===== src/rtl/intc_pkg.sv =====
package intc_pkg;
  typedef enum logic [2:0] {
    RA_ENABLE = 3'd0,
    RA_ROUTE  = 3'd1,
    RA_SENSE  = 3'd2,
    RA_POL    = 3'd3,
    RA_PEND   = 3'd4,
    RA_CTRL   = 3'd5,
    RA_NVEC   = 3'd6,
    RA_FVEC   = 3'd7
  } reg_addr_e;
endpackage


===== src/rtl/intc_pin_cond.sv =====
module intc_pin_cond #(
  parameter int N_EXT = 4
) (
  input  logic             clk,
  input  logic             rst_n,
  input  logic [N_EXT-1:0] pin_i,
  input  logic [N_EXT-1:0] pol_i,
  output logic [N_EXT-1:0] lvl_o,
  output logic [N_EXT-1:0] edge_o
);
  for (genvar g = 0; g < N_EXT; g++) begin : g_pin
    logic s1_q, s2_q, prev_q;
    logic s1_d, s2_d, prev_d;

    always_comb begin
      s1_d   = pin_i[g];
      s2_d   = s1_q;
      prev_d = lvl_o[g];
    end

    always_ff @(posedge clk or negedge rst_n) begin
      if (!rst_n) begin
        s1_q   <= 1'b0;
        s2_q   <= 1'b0;
        prev_q <= 1'b0;
      end else begin
        s1_q   <= s1_d;
        s2_q   <= s2_d;
        prev_q <= prev_d;
      end
    end

    assign lvl_o[g]  = s2_q ^ pol_i[g];
    assign edge_o[g] = lvl_o[g] & ~prev_q;

    // an edge pulse lasts one cycle unless the polarity flips
    a_r4_edge_single: assert property (@(posedge clk) disable iff (!rst_n)
      (edge_o[g] && $stable(pol_i[g]) && $stable(pin_i[g])) |=> !edge_o[g] || !$stable(pol_i[g]));
  end
endmodule


===== src/rtl/intc_pend.sv =====
module intc_pend #(
  parameter int N_INT = 8,
  parameter int N_EXT = 4,
  localparam int N_SRC = N_INT + N_EXT
) (
  input  logic             clk,
  input  logic             rst_n,
  input  logic [N_INT-1:0] int_i,
  input  logic [N_EXT-1:0] lvl_i,
  input  logic [N_EXT-1:0] edge_i,
  input  logic [N_EXT-1:0] sense_i,
  input  logic [N_EXT-1:0] clr_i,
  output logic [N_SRC-1:0] pend_o
);
  logic [N_SRC-1:0] pend_q, pend_d;

  always_comb begin
    pend_d[N_INT-1:0] = int_i;
    for (int j = 0; j < N_EXT; j++) begin
      if (sense_i[j])
        pend_d[N_INT+j] = (pend_q[N_INT+j] & ~clr_i[j]) | edge_i[j];
      else
        pend_d[N_INT+j] = lvl_i[j];
    end
  end

  always_ff @(posedge clk or negedge rst_n) begin
    if (!rst_n) pend_q <= '0;
    else        pend_q <= pend_d;
  end

  assign pend_o = pend_q;

  for (genvar j = 0; j < N_EXT; j++) begin : g_chk
    // sticky while no clear arrives
    a_r4_sticky: assert property (@(posedge clk) disable iff (!rst_n)
      (sense_i[j] && pend_q[N_INT+j] && !clr_i[j]) |=> pend_q[N_INT+j]);
    // clear without a new edge drops the bit
    a_r5_clear: assert property (@(posedge clk) disable iff (!rst_n)
      (sense_i[j] && clr_i[j] && !edge_i[j]) |=> !pend_q[N_INT+j]);
    // set wins over clear
    a_r6_set_wins: assert property (@(posedge clk) disable iff (!rst_n)
      (sense_i[j] && clr_i[j] && edge_i[j]) |=> pend_q[N_INT+j]);
    // level mode follows conditioned pin
    a_r3_level: assert property (@(posedge clk) disable iff (!rst_n)
      !sense_i[j] |=> (pend_q[N_INT+j] == $past(lvl_i[j])));
  end
endmodule


===== src/rtl/intc_prio.sv =====
module intc_prio #(
  parameter int N = 12,
  localparam int IW = $clog2(N)
) (
  input  logic          clk,
  input  logic          rst_n,
  input  logic [N-1:0]  req_i,
  output logic          valid_o,
  output logic [IW-1:0] idx_o
);
  always_comb begin
    valid_o = 1'b0;
    idx_o   = '0;
    for (int i = N - 1; i >= 0; i--) begin
      if (req_i[i]) begin
        valid_o = 1'b1;
        idx_o   = IW'(i);
      end
    end
  end

  // winner is requesting and nothing lower is
  a_r10_winner: assert property (@(posedge clk) disable iff (!rst_n)
    valid_o |-> (req_i[idx_o] && ((req_i & ((N'(1) << idx_o) - N'(1))) == '0)));
  a_r10_none: assert property (@(posedge clk) disable iff (!rst_n)
    !valid_o |-> (req_i == '0));
endmodule


===== src/rtl/intc_regs.sv =====
module intc_regs
  import intc_pkg::*;
#(
  parameter int N_INT = 8,
  parameter int N_EXT = 4,
  parameter int DW    = 16,
  localparam int N_SRC = N_INT + N_EXT,
  localparam int IW    = $clog2(N_SRC)
) (
  input  logic             clk,
  input  logic             rst_n,
  input  logic             wr_en_i,
  input  logic [2:0]       wr_addr_i,
  input  logic [DW-1:0]    wr_data_i,
  input  logic [2:0]       rd_addr_i,
  output logic [DW-1:0]    rd_data_o,
  input  logic [N_SRC-1:0] pend_i,
  input  logic             nval_i,
  input  logic [IW-1:0]    nidx_i,
  input  logic             fval_i,
  input  logic [IW-1:0]    fidx_i,
  output logic [N_SRC-1:0] en_o,
  output logic [N_SRC-1:0] route_o,
  output logic [N_EXT-1:0] sense_o,
  output logic [N_EXT-1:0] pol_o,
  output logic             bypass_o,
  output logic [N_EXT-1:0] clr_o
);
  logic [N_SRC-1:0] en_q, en_d, route_q, route_d;
  logic [N_EXT-1:0] sense_q, sense_d, pol_q, pol_d;
  logic             byp_q, byp_d;
  logic             we_en, we_route, we_sense, we_pol, we_ctrl, we_pend;
  logic [DW-1:0]    nvec, fvec;
  logic             unused_wr;

  assign unused_wr = ^wr_data_i[DW-1:N_SRC];

  always_comb begin
    we_en    = wr_en_i && (wr_addr_i == RA_ENABLE);
    we_route = wr_en_i && (wr_addr_i == RA_ROUTE);
    we_sense = wr_en_i && (wr_addr_i == RA_SENSE);
    we_pol   = wr_en_i && (wr_addr_i == RA_POL);
    we_ctrl  = wr_en_i && (wr_addr_i == RA_CTRL);
    we_pend  = wr_en_i && (wr_addr_i == RA_PEND);
    en_d     = we_en    ? wr_data_i[N_SRC-1:0] : en_q;
    route_d  = we_route ? wr_data_i[N_SRC-1:0] : route_q;
    sense_d  = we_sense ? wr_data_i[N_EXT-1:0] : sense_q;
    pol_d    = we_pol   ? wr_data_i[N_EXT-1:0] : pol_q;
    byp_d    = we_ctrl  ? wr_data_i[0]         : byp_q;
    clr_o    = we_pend  ? (wr_data_i[N_SRC-1:N_INT] & sense_q) : '0;
  end

  always_ff @(posedge clk or negedge rst_n) begin
    if (!rst_n) begin
      en_q    <= '0;
      route_q <= '0;
      sense_q <= '0;
      pol_q   <= '0;
      byp_q   <= 1'b0;
    end else begin
      en_q    <= en_d;
      route_q <= route_d;
      sense_q <= sense_d;
      pol_q   <= pol_d;
      byp_q   <= byp_d;
    end
  end

  assign en_o     = en_q;
  assign route_o  = route_q;
  assign sense_o  = sense_q;
  assign pol_o    = pol_q;
  assign bypass_o = byp_q;

  always_comb begin
    if (byp_q) begin
      nvec = DW'(pend_i & en_q & ~route_q);
      fvec = DW'(pend_i & en_q & route_q);
    end else begin
      nvec = nval_i ? DW'(nidx_i) : '1;
      fvec = fval_i ? DW'(fidx_i) : '1;
    end
    case (rd_addr_i)
      RA_ENABLE: rd_data_o = DW'(en_q);
      RA_ROUTE:  rd_data_o = DW'(route_q);
      RA_SENSE:  rd_data_o = DW'(sense_q);
      RA_POL:    rd_data_o = DW'(pol_q);
      RA_PEND:   rd_data_o = DW'(pend_i);
      RA_CTRL:   rd_data_o = DW'(byp_q);
      RA_NVEC:   rd_data_o = nvec;
      default:   rd_data_o = fvec;
    endcase
  end

  // clears reach only edge-mode pins
  a_r5_clr_edge_only: assert property (@(posedge clk) disable iff (!rst_n)
    ((clr_o & ~sense_q) == '0));
endmodule


===== src/rtl/intc_core.sv =====
module intc_core #(
  parameter int N_INT = 8,
  parameter int N_EXT = 4,
  parameter int DW    = 16
) (
  input  logic             clk,
  input  logic             rst_n,
  input  logic [N_INT-1:0] int_src_i,
  input  logic [N_EXT-1:0] ext_pin_i,
  input  logic             wr_en_i,
  input  logic [2:0]       wr_addr_i,
  input  logic [DW-1:0]    wr_data_i,
  input  logic [2:0]       rd_addr_i,
  output logic [DW-1:0]    rd_data_o,
  output logic             irq_o,
  output logic             fiq_o
);
  localparam int N_SRC = N_INT + N_EXT;
  localparam int IW    = $clog2(N_SRC);

  logic [N_EXT-1:0] lvl, edg, sense, pol, clr;
  logic [N_SRC-1:0] pend, en, route, nreq, freq;
  logic             bypass, nval, fval;
  logic [IW-1:0]    nidx, fidx;

  intc_pin_cond #(.N_EXT(N_EXT)) u_pin (
    .clk(clk), .rst_n(rst_n), .pin_i(ext_pin_i), .pol_i(pol),
    .lvl_o(lvl), .edge_o(edg)
  );

  intc_pend #(.N_INT(N_INT), .N_EXT(N_EXT)) u_pend (
    .clk(clk), .rst_n(rst_n), .int_i(int_src_i), .lvl_i(lvl),
    .edge_i(edg), .sense_i(sense), .clr_i(clr), .pend_o(pend)
  );

  assign nreq = pend & en & ~route;
  assign freq = pend & en & route;

  intc_prio #(.N(N_SRC)) u_nprio (
    .clk(clk), .rst_n(rst_n), .req_i(nreq), .valid_o(nval), .idx_o(nidx)
  );
  intc_prio #(.N(N_SRC)) u_fprio (
    .clk(clk), .rst_n(rst_n), .req_i(freq), .valid_o(fval), .idx_o(fidx)
  );

  intc_regs #(.N_INT(N_INT), .N_EXT(N_EXT), .DW(DW)) u_regs (
    .clk(clk), .rst_n(rst_n), .wr_en_i(wr_en_i), .wr_addr_i(wr_addr_i),
    .wr_data_i(wr_data_i), .rd_addr_i(rd_addr_i), .rd_data_o(rd_data_o),
    .pend_i(pend), .nval_i(nval), .nidx_i(nidx), .fval_i(fval), .fidx_i(fidx),
    .en_o(en), .route_o(route), .sense_o(sense), .pol_o(pol),
    .bypass_o(bypass), .clr_o(clr)
  );

  assign irq_o = |nreq;
  assign fiq_o = |freq;

  // each request output agrees with its encoder
  a_r8_irq_agree: assert property (@(posedge clk) disable iff (!rst_n)
    irq_o == nval);
  a_r8_fiq_agree: assert property (@(posedge clk) disable iff (!rst_n)
    fiq_o == fval);
  // a source never drives both outputs
  a_r8_exclusive: assert property (@(posedge clk) disable iff (!rst_n)
    (nval && fval) |-> (nidx != fidx));
endmodule


===== config.mk =====
export PLATFORM = sky130hd
export DESIGN_NAME = intc_core
export DESIGN_NICKNAME = d
export VERILOG_FILES = /design/src/rtl/intc_pkg.sv /design/src/rtl/intc_pin_cond.sv /design/src/rtl/intc_pend.sv /design/src/rtl/intc_prio.sv /design/src/rtl/intc_regs.sv /design/src/rtl/intc_core.sv
export SDC_FILE = /design/constraint.sdc
export NUM_CORES = 1
export LEC_CHECK = 0
export CORE_MARGIN = 1.5
export CORE_UTILIZATION = 57
export CTS_BUF_LIST = sky130_fd_sc_hd__clkbuf_2 sky130_fd_sc_hd__clkbuf_4 sky130_fd_sc_hd__clkbuf_8
export DETAILED_ROUTE_END_ITERATION = 12
export GPL_TIMING_DRIVEN = 0
export HOLD_SLACK_MARGIN = 0.12
export PLACE_DENSITY = 0.83
export SLEW_MARGIN = 10
export SYNTH_ARGS = -nofsm -noshare
export SYNTH_HDL_FRONTEND = slang
export SYNTH_SLANG_ARGS = --single-unit

===== constraint.sdc =====
create_clock -name clk -period 6.4 [get_ports clk]
set_clock_uncertainty 0.1 [all_clocks]
set_input_delay 1.28 -clock clk [delete_from_list [all_inputs] [get_ports clk]]
set_output_delay 1.28 -clock clk [all_outputs]
set_load 0.01 [all_outputs]

==> impl_metrics.toml <==
[outcome]
outcome = "finished, final reports clean"

[critical_path]
r2r.worst_path.cells = 2
crit_type = "input port to output port"
crit_path_frequent_cell = "clkdlybuf4s50_1"
cp-startpoint = "rd_addr_i[1]"
critPathRequiredTime_ns = 5.02
chain_of_cells_forming_the_critical_path = "clkdlybuf4s50_1, nand3_1, nor2_1, clkbuf_1, nand2_1, o21ai_0, a311o_1, clkdlybuf4s50_1"
critPathTopFamily = "buffers and inverters"
path_max_fanout = 10
timing.rr.start = "u_regs.bypass_o$_DFFE_PN0P_"
crit_path_start_kind = "input port"
critical_path_arrival_ns = 3.80
critPathBufInv = 3
r2r_setup_slack_ns = 5.22
critical_path.reg2reg.endpoint = "u_regs.bypass_o$_DFFE_PN0P_"
timing.critical_path.slowest_stage_cell = "clkdlybuf4s50_1"
cpPeakStageDelay_ns = 0.58
timing.critical_path.depth = 8
critPathCaptureType = "output port"

[timing]
least_margin_pin_slew_ns = 0.826
fmax_mhz = 193
timing.setup.tns_ns = 0
post-route-min-period_ns = 5.18
finalHoldViolCount = 0
max_slew_margin_pct = 45.0
setup_viol = 0
final-max-slew-violation-count = 0
grt_setup_unrepaired = "no"
min_period_over_period_pct = 81.0

[cts]
cts-htree-levels = 3
hold_buffers = 0
tritoncts = "done"
insertion_delay_ns = 0.34
numCtsBuffers = 9
clock_sinks = 57
cts.clk_slew.worst_paths_ns = 0.07
ctsResizeCount = 0
ctsRootBufferMaster = "clkbuf_8"
cts_setup_buffers = 0
clock_tree.buffer_depth = 2

[layout]
syn2layout_area_growth_pct = 25.2
antenna_cells_inserted = 0
num-fill-cells = 364
multiInputGateArea_sq_mm = 0.00165
ff_latch_area_sq_mm = 0.00143
post_route_cells_drive_above_1_share_pct = 17.3
nNetsFinal = 403

[worst_hold_path]
whs_path_depth = 0
min-delay-path-class = "flop to flop"
hp-start = "u_pin.g_pin[1].s1_q$_DFF_PN0_"
min_to = "u_pin.g_pin[1].s2_q$_DFF_PN0_"

[yosys]
synth_top_family_by_area = "simple AND/OR/NAND/NOR gates"
post_synth_mux_area_share_pct = 16.0
syn_avg_cell_area_sq_um = 10.4
ys_async_sr_fraction_pct = 100
postSynthNetCount = 342
yosys.area_share.xor_xnor_pct = 1.11
postSynth.topFlopCell = "dfrtp_1"
synthCells = 305
synthDistinctLibCells = 48
synthSimpleGateAreaFrac_pct = 19.7
yosys-top-cells-count = "57 x dfrtp_1, 34 x mux2_2, 27 x nand2_1, 27 x nor2_1, 14 x o21ai_0"
ys_top_cells_by_area = "dfrtp_1 45%, mux2_2 12%, nand2_1 3.2%, nor2_1 3.2%, mux2i_1 3.2%"
synth-edff-count = 0
seq_area_frac_synth_pct = 45.1
synth_largest_type_area_fraction_pct = 45.1
synth_compound_gate_area_share_pct = 15.4
number_of_flip_flops_and_latches_in_the_synthesized_netlist = 57
mappedNetlistArea_sq_mm = 0.00316
synth_fa_ha_area_share_pct = 0
post-synth-top-area-cell = "dfrtp_1"
yosysMostFrequentCell = "dfrtp_1"
synth-warning-count = 0

[pwr]
clock_power_share_pct = 28.0
power_frac_comb_pct = 30.3
static-leakage-power_nw = 1.65
internal-power_uw = 818
sequentialPowerShare_pct = 41.7
power.share.switching_pct = 34.0
totalPowerFinal_mw = 1.24
power.density_cell_area_mw_per_mm2 = 313
power_switching_uw = 422
power.ir.vdd_worst_mv = 0.229

[route]
postRouteAntennaNets = 0
finalWirelength_um = 8850
number_of_violations_reported_at_the_end_of_detailed_routing_iteration_0 = 282
drt_via_density = 6.39
first_pass_iters = 5
drt_drc_violations_left = 0
wl_per_cell_um = 20.1
via_count = 2817

[floorplan]
die_area_sq_mm = 0.00601
io_pins = 55
core_area_sq_mm = 0.00524
floorplan.initialDensity_pct = 60.4
rows = 26
width_of_the_die_um = 77.5
floorplan.die.height_um = 77.5

[global_route]
grt_first_pass_wirelength_um = 13800
antenna_found_initial = 0
grt_start_max_net_pins = 30
grt_overflow_total = 0
first_global_vias = 2701
grtUsageTotal_pct = 30.8

[placed_design]
place_congestion = 0.917
dp.final_hpwl_um = 6230
port_buffers = 49

[run]
max_cap_violations = 0
==> kinds of logic (layout without fill, tap and decap cells) <==
| family | Yosys count | after routing |
|---|---|---|
| AO/OA/AOI/OAI | 66 | 66 |
| multiplexers | 45 | 45 |
| XOR/XNOR | 4 | 4 |
| buffers and inverters | 18 | 84 |
| flip-flops | 57 | 57 |
| AND/OR/NAND/NOR | 115 | 115 |
==> layout by cell type, fill, tap and decap left out, types with 4 or more instances in the layout <==
master           synthesis  final
dfrtp_1                 57     57
clkdlybuf4s50_1          0     48
mux2_2                  34     34
nor2_1                  27     27
nand2_1                 27     27
o21ai_0                 14     14
a21oi_1                 11     11
clkbuf_1                10     10
nand3_1                 10     10
mux2i_1                 10     10
clkbuf_8                 0     10
and3_1                   8      8
and3b_1                  8      8
nand3b_1                 8      8
nor3_1                   8      8
a311o_1                  7      7
o31ai_1                  4      4
xor2_1                   4      4
a32o_1                   4      4
==> area by class of cell <==
cell class / count / area share, %
Tap cell: 70 / 2.21
Multi-Input combinational cell: 230 / 41.6
Clock buffer: 10 / 3.47
Inverter: 3 / 0.284
Buffer: 15 / 1.93
Timing Repair Buffer: 50 / 12.8
Sequential cell: 57 / 36.0
Clock inverter: 6 / 1.71
==> stage by stage <==
stage | cells | utilization (%) | hold slack [ns] | worst slack, ns | instance area [sq um]
after floorplan | 305 | - | 0.231 | 2.27 | 3160
after global placement | 424 | 71.5 | 0.233 | 1.29 | 3740
after detailed placement | 425 | 71.7 | 0.240 | 1.25 | 3760
after CTS | 441 | 75.7 | 0.257 | 1.26 | 3960
after global routing | 441 | 75.7 | 0.259 | 1.04 | 3960
final | 441 | 75.7 | 0.253 | 1.22 | 3960
==> metal layers <==
layer / GRT usage, % / vias to the layer above / part of all wire (%)
li1: - / 1280 / -
met1: 40.2 / 1372 / 42
met2: 50.3 / 148 / 50
met3: 7.18 / 17 / 6.4
met4: 10.9 / 0 / 1.6
met5: 0 / - / 0
==> worst max path at each step <==
stage / end / slack [ns]
after floorplan: rd_data_o[5] / 2.27
after global placement: rd_data_o[2] / 1.29
after detailed placement: rd_data_o[2] / 1.25
after CTS: rd_data_o[2] / 1.26
after global routing: rd_data_o[2] / 1.04
final: rd_data_o[8] / 1.22
==> state kept, by name (all words and copies together) (netlist names) <==
name and flops:
u_pend.pend_o 12, u_regs.en_o 12, u_regs.route_o 12, u_pin.g_pin.prev_q 4, u_pin.g_pin.s1_q 4, u_pin.g_pin.s2_q 4, u_regs.pol_o 4, u_regs.sense_o 4
u_regs.bypass_o 1
==> power groups by stage <==
stage | Sequential (mW) | Combinational (mW) | Clock [mW]
5_1_grt | 0.526 | 0.403 | 0.368
6_report | 0.517 | 0.376 | 0.347
4_1_cts | 0.512 | 0.372 | 0.351
2_1_floorplan | 0.489 | 0.242 | 0
3_5_place_dp | 0.517 | 0.369 | 0
3_3_place_gp | 0.511 | 0.359 | 0
No activity file was read; power rests on OpenSTA's default activity.
